<file path="config.mk">
export PLATFORM = sky130hd
export DESIGN_NAME = pwc_capture
export DESIGN_NICKNAME = d
export VERILOG_FILES = /design/src/rtl/pwc_pkg.sv /design/src/rtl/pwc_sync_edge.sv /design/src/rtl/pwc_prescaler.sv /design/src/rtl/pwc_meas.sv /design/src/rtl/pwc_capture.sv
export SDC_FILE = /design/constraint.sdc
export NUM_CORES = 1
export LEC_CHECK = 0
export CORE_ASPECT_RATIO = 0.75
export CORE_UTILIZATION = 40
export CTS_CLUSTER_SIZE = 10
export DETAILED_ROUTE_END_ITERATION = 6
export SYNTH_ARGS = -nofsm -noshare
export SYNTH_HDL_FRONTEND = slang
export SYNTH_SLANG_ARGS = --single-unit
export TNS_END_PERCENT = 20
</file>
<file path="constraint.sdc">
create_clock -name clk -period 2.4 [get_ports clk]
set_input_delay 0.24 -clock clk [delete_from_list [all_inputs] [get_ports clk]]
set_output_delay 0.24 -clock clk [all_outputs]
set_load 0.05 [all_outputs]
</file>
<file path="src/rtl/pwc_pkg.sv">
package pwc_pkg;
  localparam int ADDR_W = 3;
  localparam logic [ADDR_W-1:0] A_CMD    = 3'd0;
  localparam logic [ADDR_W-1:0] A_MODE   = 3'd1;
  localparam logic [ADDR_W-1:0] A_STAT   = 3'd2;
  localparam logic [ADDR_W-1:0] A_STCLR  = 3'd3;
  localparam logic [ADDR_W-1:0] A_IEN    = 3'd4;
  localparam logic [ADDR_W-1:0] A_IDIS   = 3'd5;
  localparam logic [ADDR_W-1:0] A_IMASK  = 3'd6;
  localparam logic [ADDR_W-1:0] A_DATA   = 3'd7;

  localparam int C_SRST  = 0;
  localparam int C_EN    = 1;
  localparam int C_DIS   = 2;
  localparam int C_START = 3;

  localparam int M_OVW = 6;
  localparam int M_ONE = 7;

  localparam int F_OVR = 1;
  localparam int F_OVF = 2;
  localparam int F_CAP = 3;
  localparam int F_ENS = 8;

  typedef enum logic [1:0] {ST_IDLE, ST_ARMED, ST_MEAS} meas_st_e;
endpackage

</file>
<file path="src/rtl/pwc_sync_edge.sv">
module pwc_sync_edge #(
  parameter int STAGES = 2
) (
  input  logic clk,
  input  logic rst_n,
  input  logic din,
  output logic rise_o,
  output logic fall_o
);
  logic [STAGES:0] sh_q, sh_d;

  always_comb sh_d = {sh_q[STAGES-1:0], din};

  always_ff @(posedge clk or negedge rst_n) begin
    if (!rst_n) sh_q <= '0;
    else        sh_q <= sh_d;
  end

  assign rise_o = sh_q[STAGES-1] & ~sh_q[STAGES];
  assign fall_o = ~sh_q[STAGES-1] & sh_q[STAGES];
endmodule

</file>
<file path="src/rtl/pwc_prescaler.sv">
module pwc_prescaler #(
  parameter int PSC_W = 4
) (
  input  logic             clk,
  input  logic             rst_n,
  input  logic             clr,
  input  logic [PSC_W-1:0] sel,
  output logic             tick_o
);
  localparam int CW = (1 << PSC_W) - 1;

  logic [CW-1:0] pc_q, pc_d;
  logic [CW:0]   pow;
  logic [CW-1:0] lim;

  always_comb begin
    pow    = (CW+1)'(1) << sel;
    lim    = CW'(pow - (CW+1)'(1));
    tick_o = ((pc_q & lim) == lim);
    pc_d   = clr ? '0 : pc_q + CW'(1);
  end

  always_ff @(posedge clk or negedge rst_n) begin
    if (!rst_n) pc_q <= '0;
    else        pc_q <= pc_d;
  end

  // right after a restart a divided tick cannot fire
  a_r5_no_early_tick: assert property (@(posedge clk) disable iff (!rst_n)
    ($past(clr) && sel != '0 && $past(sel) == sel) |-> !tick_o);
endmodule

</file>
<file path="src/rtl/pwc_meas.sv">
module pwc_meas
  import pwc_pkg::*;
#(
  parameter int DUR_W = 15,
  parameter int PSC_W = 4
) (
  input  logic             clk,
  input  logic             rst_n,
  input  logic             srst,
  input  logic             en,
  input  logic             oneshot,
  input  logic [1:0]       sel,
  input  logic [PSC_W-1:0] psc,
  input  logic             start,
  input  logic             rise,
  input  logic             fall,
  output logic             res_valid,
  output logic [DUR_W:0]   res_word,
  output logic             ovf_pulse
);
  localparam logic [DUR_W-1:0] CNT_MAX = '1;

  meas_st_e         st_q, st_d;
  logic [DUR_W-1:0] cnt_q, cnt_d;
  logic             lvl_q, lvl_d;
  logic             tick, inc, psc_clr;
  logic             open_edge, close_edge, open_lvl;

  pwc_prescaler #(.PSC_W(PSC_W)) u_psc (
    .clk   (clk),
    .rst_n (rst_n),
    .clr   (psc_clr),
    .sel   (psc),
    .tick_o(tick)
  );

  always_comb begin
    open_edge  = sel[1] ? (sel[0] ? fall : rise) : (rise | fall);
    open_lvl   = sel[1] ? ~sel[0] : rise;
    close_edge = sel[1] ? (sel[0] ? fall : rise) : (lvl_q ? fall : rise);
    inc        = tick & (cnt_q != CNT_MAX);
    res_word   = {lvl_q, cnt_q + DUR_W'(inc)};
  end

  always_comb begin
    st_d      = st_q;
    cnt_d     = cnt_q;
    lvl_d     = lvl_q;
    res_valid = 1'b0;
    ovf_pulse = 1'b0;
    psc_clr   = 1'b0;
    if (!en) begin
      st_d  = ST_IDLE;
      cnt_d = '0;
    end else begin
      unique case (st_q)
        ST_IDLE: if (!oneshot || start) st_d = ST_ARMED;
        ST_ARMED: if (open_edge) begin
          st_d    = ST_MEAS;
          cnt_d   = '0;
          lvl_d   = open_lvl;
          psc_clr = 1'b1;
        end
        ST_MEAS: begin
          if (close_edge) begin
            res_valid = 1'b1;
            if (oneshot) begin
              st_d = ST_IDLE;
            end else begin
              cnt_d   = '0;
              lvl_d   = sel[1] ? lvl_q : ~lvl_q;
              psc_clr = 1'b1;
            end
          end else begin
            cnt_d = cnt_q + DUR_W'(inc);
            if (inc && cnt_q == CNT_MAX - DUR_W'(1)) ovf_pulse = 1'b1;
          end
        end
        default: st_d = ST_IDLE;
      endcase
    end
  end

  always_ff @(posedge clk or negedge rst_n) begin
    if (!rst_n) begin
      st_q  <= ST_IDLE;
      cnt_q <= '0;
      lvl_q <= 1'b0;
    end else if (srst) begin
      st_q  <= ST_IDLE;
      cnt_q <= '0;
      lvl_q <= 1'b0;
    end else begin
      st_q  <= st_d;
      cnt_q <= cnt_d;
      lvl_q <= lvl_d;
    end
  end

  // a finished one-shot measurement parks the engine
  a_r10_oneshot_parks: assert property (@(posedge clk) disable iff (!rst_n)
    (res_valid && oneshot && !srst) |=> (st_q == ST_IDLE));
  // the overflow event coincides with the counter pinned at its ceiling
  a_r6_ovf_at_max: assert property (@(posedge clk) disable iff (!rst_n)
    (ovf_pulse && !srst) |=> (cnt_q == CNT_MAX));
  // a continuous run re-opens immediately with a fresh count
  a_r11_reopen: assert property (@(posedge clk) disable iff (!rst_n)
    (res_valid && !oneshot && !srst) |=> (st_q == ST_MEAS && cnt_q == '0));
endmodule

</file>
<file path="src/rtl/pwc_capture.sv">
module pwc_capture
  import pwc_pkg::*;
#(
  parameter int DUR_W  = 15,
  parameter int PSC_W  = 4,
  parameter int SYNC_N = 2,
  parameter int BUS_W  = 16
) (
  input  logic              clk,
  input  logic              rst_n,
  input  logic              cap_in,
  input  logic              wr_en,
  input  logic              rd_en,
  input  logic [ADDR_W-1:0] addr,
  input  logic [BUS_W-1:0]  wdata,
  output logic [BUS_W-1:0]  rdata,
  output logic              irq
);
  localparam int WORD_W = DUR_W + 1;
  localparam int MODE_W = 8;

  logic [1:0] rs_q;
  logic       arst_n;

  always_ff @(posedge clk or negedge rst_n) begin
    if (!rst_n) rs_q <= '0;
    else        rs_q <= {rs_q[0], 1'b1};
  end
  assign arst_n = rs_q[1];

  logic              en_q, en_d;
  logic [MODE_W-1:0] mode_q, mode_d;
  logic              ovr_q, ovr_d, ovf_q, ovf_d, cap_q, cap_d;
  logic [WORD_W-1:0] data_q, data_d;
  logic [3:1]        imask_q, imask_d;

  logic wr_cmd, srst, start, rd_data, pending, wr_clr;
  logic rise, fall, res_valid, ovf_pulse;
  logic [WORD_W-1:0] res_word;

  pwc_sync_edge #(.STAGES(SYNC_N)) u_sync (
    .clk   (clk),
    .rst_n (arst_n),
    .din   (cap_in),
    .rise_o(rise),
    .fall_o(fall)
  );

  pwc_meas #(.DUR_W(DUR_W), .PSC_W(PSC_W)) u_meas (
    .clk      (clk),
    .rst_n    (arst_n),
    .srst     (srst),
    .en       (en_q),
    .oneshot  (mode_q[M_ONE]),
    .sel      (mode_q[5:4]),
    .psc      (mode_q[PSC_W-1:0]),
    .start    (start),
    .rise     (rise),
    .fall     (fall),
    .res_valid(res_valid),
    .res_word (res_word),
    .ovf_pulse(ovf_pulse)
  );

  always_comb begin
    wr_cmd  = wr_en && (addr == A_CMD);
    wr_clr  = wr_en && (addr == A_STCLR);
    srst    = wr_cmd && wdata[C_SRST];
    start   = wr_cmd && wdata[C_START] && en_q;
    rd_data = rd_en && (addr == A_DATA);
    pending = cap_q && !rd_data;

    en_d = en_q;
    if (wr_cmd) begin
      if (wdata[C_DIS])     en_d = 1'b0;
      else if (wdata[C_EN]) en_d = 1'b1;
    end

    mode_d = (wr_en && addr == A_MODE) ? wdata[MODE_W-1:0] : mode_q;

    cap_d = res_valid ? 1'b1 : (rd_data ? 1'b0 : cap_q);
    data_d = (res_valid && (!pending || mode_q[M_OVW])) ? res_word : data_q;

    ovr_d = ovr_q;
    if (wr_clr && wdata[F_OVR]) ovr_d = 1'b0;
    if (res_valid && pending)   ovr_d = 1'b1;

    ovf_d = ovf_q;
    if (wr_clr && wdata[F_OVF]) ovf_d = 1'b0;
    if (ovf_pulse)              ovf_d = 1'b1;

    imask_d = imask_q;
    if (wr_en && addr == A_IEN)  imask_d = imask_d | wdata[3:1];
    if (wr_en && addr == A_IDIS) imask_d = imask_d & ~wdata[3:1];
  end

  always_ff @(posedge clk or negedge arst_n) begin
    if (!arst_n) begin
      en_q    <= 1'b0;
      mode_q  <= '0;
      ovr_q   <= 1'b0;
      ovf_q   <= 1'b0;
      cap_q   <= 1'b0;
      data_q  <= '0;
      imask_q <= '0;
    end else if (srst) begin
      en_q    <= 1'b0;
      mode_q  <= '0;
      ovr_q   <= 1'b0;
      ovf_q   <= 1'b0;
      cap_q   <= 1'b0;
      data_q  <= '0;
      imask_q <= '0;
    end else begin
      en_q    <= en_d;
      mode_q  <= mode_d;
      ovr_q   <= ovr_d;
      ovf_q   <= ovf_d;
      cap_q   <= cap_d;
      data_q  <= data_d;
      imask_q <= imask_d;
    end
  end

  always_comb begin
    rdata = '0;
    unique case (addr)
      A_MODE:  rdata = BUS_W'(mode_q);
      A_STAT: begin
        rdata[F_ENS] = en_q;
        rdata[F_CAP] = cap_q;
        rdata[F_OVF] = ovf_q;
        rdata[F_OVR] = ovr_q;
      end
      A_IMASK: rdata[3:1] = imask_q;
      A_DATA:  rdata = BUS_W'(data_q);
      default: rdata = '0;
    endcase
  end

  assign irq = |({cap_q, ovf_q, ovr_q} & imask_q);

  // the captured flag only rises on a delivered result
  a_r7_cap_from_result: assert property (@(posedge clk) disable iff (!arst_n)
    $rose(cap_q) |-> $past(res_valid));
  // with the keep policy a pending word is not replaced
  a_r8_drop_keeps: assert property (@(posedge clk) disable iff (!arst_n)
    (res_valid && cap_q && !rd_data && !mode_q[M_OVW] && !srst) |=> $stable(data_q));
  // with the replace policy the newest word lands
  a_r9_overwrite: assert property (@(posedge clk) disable iff (!arst_n)
    (res_valid && cap_q && mode_q[M_OVW] && !srst) |=> (data_q == $past(res_word)));
  // a disable command always leaves the unit off
  a_r2_disable: assert property (@(posedge clk) disable iff (!arst_n)
    (wr_cmd && wdata[C_DIS]) |=> !en_q);
  // overflow flag is sticky until cleared
  a_r6_ovf_sticky: assert property (@(posedge clk) disable iff (!arst_n)
    (ovf_q && !srst && !(wr_clr && wdata[F_OVF])) |=> ovf_q);
endmodule

</file>
[Yosys cells after proc, flatten, opt, wreduce, memory -nomap -nowiden]
Index checks and enable logic that the tools add are counted.
Cells by class
  add/subtract/negate cells: 3
  shift-type cells: 1
  reductions and logical operators: 36
  multiplexer cells: 63
  bitwise gates (word level): 13
  equality and inequality tests: 22
Operator list (count)
  15-bit 2-to-1 mux: 6
  1-bit 2-to-1 mux: 35
  16-bit 2-to-1 mux: 2
  15-bit one-hot mux with 2 select lines: 1
  8-bit 2-to-1 mux: 2
  15-bit by 1-bit adder with 15-bit output: 1
  15-bit by 1-bit adder with 15-bit output (second input constant): 1
  15-bit AND: 1
  15-bit == test: 1
  15-bit == test (second input constant): 1
  1-bit logical AND: 15
  15-bit != test (second input constant): 1
  3-bit nonzero test: 5
  1-bit by 4-bit left shift with 15-bit output (first input constant): 1
  15-bit by 1-bit subtractor with 15-bit output (second input constant): 1
  3-bit == test (second input constant): 4
  2-bit 2-to-1 mux: 6
  4-bit by 3-bit != test with 1-bit output (second input constant): 3
  3-bit one-hot mux with 4 select lines: 1
  3-bit 2-to-1 mux: 3
  1-bit one-hot mux with 2 select lines: 4
  4-bit one-hot mux with 2 select lines: 1
  2-bit nonzero test: 4
  7-bit 2-to-1 mux: 1
  25 further kinds: 37
Word-level totals
  logic and storage cells: 151
  flip-flop bits (word level): 69
  output and inout bits: 17
  input port bits: 24

[Depth between registers and ports, before layout]
  word-level depth: 12
  gate-level depth with buffers: 18
  gate-level depth less buffers: 16

[By module]
A second synthesis with hierarchy kept.
Unflattened totals
  cell total of the unflattened synthesis: 524
  area, all modules: 4658.2 um^2
Modules (own cells, without submodules)
  pwc_capture: seq. area each 825.8 um^2, area an instance 2038.2 um^2, times used 1, cells each 228
  pwc_meas: seq. area each 450.4 um^2, area an instance 1562.7 um^2, times used 1, cells each 179
  pwc_prescaler: seq. area each 375.4 um^2, area an instance 967.2 um^2, times used 1, cells each 112
  pwc_sync_edge: seq. area each 75.1 um^2, area an instance 90.1 um^2, times used 1, cells each 5

[Worst setup path before layout]
Ideal clock, no wire load.
  path type: register to register
  from: reg mode_q[1]
  to: reg u_meas.cnt_q[14]
  clock period less this slack: 3.168 ns
  arrival: 3.092 ns
  cell stages (with the launch flop): 18
  required time: 2.324 ns
  path slack: -0.768 ns
  path buffers: 1
  setup time: 0.076 ns
  cell sequence: dfrtp_1 > buf_2 > nor3_1 > nand2_1 > ha_1 > or3_1 > a2111o_1 > o311ai_0 > nor4_1 > nand3_1 > o21ba_2 > ha_1 > ha_1 > nand4_1 > nor2_1 > nor3_1 > o21ai_1 > o21ai_1
Between the ends
  cells in the longest elaborated chain, start to end: 10
RTL lines
  start: declaration: RTL line pwc_capture.sv:32  | logic [MODE_W-1:0] mode_q, mode_d;
  start signal: assignment: RTL line pwc_capture.sv:116  | mode_q <= mode_d;
  1-bit by 4-bit left shift with 15-bit output *: RTL line pwc_prescaler.sv:17  | pow = (CW+1)'(1) << sel;
  15-bit by 1-bit subtractor with 15-bit output *: RTL line pwc_prescaler.sv:18  | lim = CW'(pow - (CW+1)'(1));
  15-bit AND: RTL line pwc_prescaler.sv:19  | tick_o = ((pc_q & lim) == lim);
  15-bit == test *: RTL line pwc_prescaler.sv:19
  1-bit AND *: RTL line pwc_meas.sv:41  | inc = tick & (cnt_q != CNT_MAX);
  15-bit by 1-bit adder with 15-bit output *: RTL line pwc_meas.sv:75  | cnt_d = cnt_q + DUR_W'(inc);
  15-bit 2-to-1 mux *: RTL line pwc_meas.sv:65  | if (close_edge) begin
  15-bit one-hot mux with 2 select lines *: RTL line pwc_meas.sv:56  | unique case (st_q)
  15-bit 2-to-1 mux *: RTL line pwc_meas.sv:52  | if (!en) begin
  15-bit 2-to-1 mux *: RTL line pwc_meas.sv:89  | end else if (srst) begin
  end signal: assignment: RTL line pwc_meas.sv:95  | cnt_q <= cnt_d;
  end: declaration: RTL line pwc_meas.sv:24  | logic [DUR_W-1:0] cnt_q, cnt_d;
Mark *: on every way between the ends. The rest lies on a longest branch, timed or not.
A chain may end at the register's enable or synchronous reset.

[Final worst setup path]
  from: reg mode_q[3]
  to: reg u_meas.cnt_q[9]
The elaborated chain is that of the path after synthesis.

==> results.md <==
- Yosys warnings: 0
- Switching Fraction: 31.8%
- Fill cells: 890
- Number of nets in the layout: 560
- Setup slack after layout: -0.652 ns
- First-pass GRT wire length: 18,200 µm
- Buffers on Ports: 32
- CTS clk-pin slew, worst paths: 0.06 ns
- Largest net degree at the start of global routing: 48
- Commonest non-fill, non-tap cells in the layout: dfrtp_1, nand2_1, buf_4, nor2_1, a21oi_1
- Critical path arrival: 3.33 ns
- HPWL Detailed: 7660 µm
- Final TNS setup: -16.50 ns
- CTS Root Cell: clkbuf_16
- Vias post-DR: 3,615
- Mapped Avg Cell Area: 9.01 µm²
- Post-synthesis register bit count: 69
- Worst slew pin tran: 0.742 ns
- Hold buffer count at cts: 0
- CP max-delay cell: dfrtp_1
- Crit path cell chain: nor3_4 -> nand2_2 -> ha_4 -> buf_6 -> nand2_2 -> a2111o_1 -> o311ai_1 -> nor4_1 -> nand3_1 -> o21ba_4 -> ha_4 -> nand3_1 -> or2_4 -> or3_1 -> o21ai_2
- Layout Utilization: 55.8%
- Worst Setup Start Kind: register
- Max Freq: 328 MHz
- DP Worst Slack: -0.743 ns
- Number of global-route vias before repair: 3,592
- Largest cells by area after synthesis: dfrtp_1, nand2_1, a21oi_1
- Gr ovfl total: 0
- Failing checks: setup timing
- Comb power frac: 31.0%
- Synthesized Nets: 494
- Per-cell routed wire length: 16.2 µm
- Sequential Power Share: 34.1%
- Cell leakage power: 2.38 nW
- Routability cong.: 0.857
- Maximum buffer depth of the clock tree: 2
- Top-area cell type share of the netlist area: 41.7%
- Die X: 119 µm
- Die area: 10,800 µm²
- Unrepaired setup endpoints after global routing: yes
- Library cells used by synthesis: 61
- Outcome: finished with violations
- Crit path kind: reg2reg
- Starting Density: 42.0%
- CTS buffer count: 9
- CP Max Fanout: 6
- MaxCap Viol Count: 0
- Period Utilization, post-route: 127%
- Number of max-slew violations in the final report: 0
- CTS tree: done
- Drt pass-1 iters: 5
- HP Class: in2async
- Final Power: 0.00421 W
- Skew-Pair Late Insertion Delay: 0.34 ns
- Cell type with the largest total area after synthesis: dfrtp_1
- Crit end category: register
- Antenna violations before repair: 0
- H-tree levels: 3
- FFs w/ async S/R, synth: 100%
- DRC violations left: 0
- Tmin final: 3.05 ns
- Worst setup startpoint: mode_q[3]$_DFFE_PN0P_
- Dominant synthesized flop cell: dfrtp_1
- CP max stage delay: 0.40 ns
- Commonest non-fill, non-tap cell in the layout: dfrtp_1
- Setup violations, final: 30
- Total GRT Usage: 21.5%
- Worst reg2reg startpoint: mode_q[3]$_DFFE_PN0P_
- Area growth from synthesis to layout: 32.8%
- Clock group share of total power: 34.9%
- EDFF count, synth: 0
- Routed wire length: 10,700 µm
- Number of diodes: 0
- Die Ht: 90.1 µm
- Fin Hold WS: 0.0549 ns
- DRT iter0 DRCs: 242
- Power density over cell area: 765 nW/µm²
- Psw: 0.00134 W
- VDD IR max: 420 µV
- Syn Inst Count: 459
- Fin. Hold Viols: 0
- # IOs: 41
- Placement Rows: 31
- Vias per cell: 5.46
- Core Area: 9850 µm²
- DRT antenna net count: 0
- Clock Sinks: 69
- Seq/Total Area, Yosys: 41.7%
- Syn Std Cell Area: 4140 µm²
- Slew Limit Headroom: 50.5%
- Max Clock Skew: 0.00859 ns
- Share of post-route cells with drive strength above 1: 21.3%
- Worst EP required: 2.67 ns
- Int Power: 0.00287 W
-- critical path: cells and delay by family, from the launching register on --
family                     cells  cell delay (ns)
and+or+nand+nor                8             1.57
AOI/OAI and AO/OA              4             0.53
DFF                            1             0.40
adders and majority gates      2             0.36
buffers and inverters          1             0.13
-- metrics by stage --
stage,cell area [µm²],instances
3_3_place_gp,5060,644
6_report,5500,662
4_1_cts,5470,662
2_1_floorplan,4210,459
3_5_place_dp,5060,644
5_1_grt,5500,662
-- timing repair --
action,in CTS,in global routing
buffers inserted,2,0
setup endpoints to repair,31,46
resized for setup,14,8
pin swaps,4,3
cloned,0,0
-- path summary, 6_finish.rpt --
path	endpoint	slack [ns]	depth (start not counted)
max	u_meas.cnt_q[9]$_DFFE_PN0P_	-0.65	15
min	rs_q[0]$_DFF_PN0_	0.05	1
max reg2reg	u_meas.cnt_q[9]$_DFFE_PN0P_	-0.65	15
min reg2reg	mode_q[7]$_DFFE_PN0P_	0.24	0
max in group asynchronous	u_meas.u_psc.pc_q[2]$_DFF_PN0_	1.53	1
min in group clk	u_sync.sh_q[0]$_DFF_PN0_	0.34	1
-- registers in the layout, summed over array words and instances, names as in the netlist --
name and count:
cap_q 1, data_q 16, en_q 1, imask_q 3
mode_q 8, ovf_q 1, ovr_q 1, rs_q 2
u_meas.cnt_q 15, u_meas.lvl_q 1, u_meas.st_q 2, u_meas.u_psc.pc_q 15
u_sync.sh_q 3
-- cells in the mapped netlist (all sizes together) (2+ instances only) --
cell and count:
mux2i 8, a22o 7, mux2 2, ha 11
nand2 47, buf 16, o21ai 34, o22ai 3
a21oi 29, or2 3, nor3b 3, or3 8
a22oi 9, xnor2 13, nand2b 2, nand3b 3
nand4 6, and4 5, clkbuf 8, and3 11
nand3 15, nor2 34, and2 14, a32oi 2
a311oi 6, xor2 11, inv 22, o21bai 2
o41ai 2, nor2b 16, a21o 6, dfrtp 69
nor3 8, nor4 4, nor4b 2, a221o 4
-- kinds of logic (layout without fill, tap and decap cells) --
group / after synthesis / count (layout) / share of synthesized area, %
adders and majority gates: 11 / 11 / 3.33
AOI/OAI and AO/OA: 116 / 116 / 19.2
and+or+nand+nor: 182 / 182 / 22.8
xor gates and xnor gates: 24 / 24 / 5.08
muxes: 10 / 10 / 2.66
other: 1 / 1 / 0.0906
DFF: 69 / 69 / 41.7
buffers and inverters: 46 / 117 / 5.11
-- metal layers --
metal / up-vias / global-route usage (%) / routed length [µm]
met1: 1754 / 29.7 / 5210
met2: 85 / 33.5 / 4940
li1: 1761 / - / -
met4: 0 / 6.46 / 131
met5: - / 0 / 0
met3: 15 / 4.95 / 423
-- power groups by stage --
stage	Combinational (W)	Sequential, W	Clock (W)
after floorplan	0.000808	0.00144	0
after global placement	0.00119	0.00145	0
after detailed placement	0.00122	0.00145	0
after CTS	0.00128	0.00143	0.00149
after global routing	0.00143	0.00145	0.00155
final	0.00130	0.00143	0.00147
-- cell type report --
type	instances	area (µm²)	share of cell area, %
inverters	22	82.6	1.50
clock inverters	4	70.1	1.27
well taps	132	165	3.00
flip-flops and latches	69	1730	31.4
clock buffers	12	256	4.67
multi-input cells	344	2340	42.6
repair buffers	79	853	15.5
No activity file was read; power rests on OpenSTA's default activity.
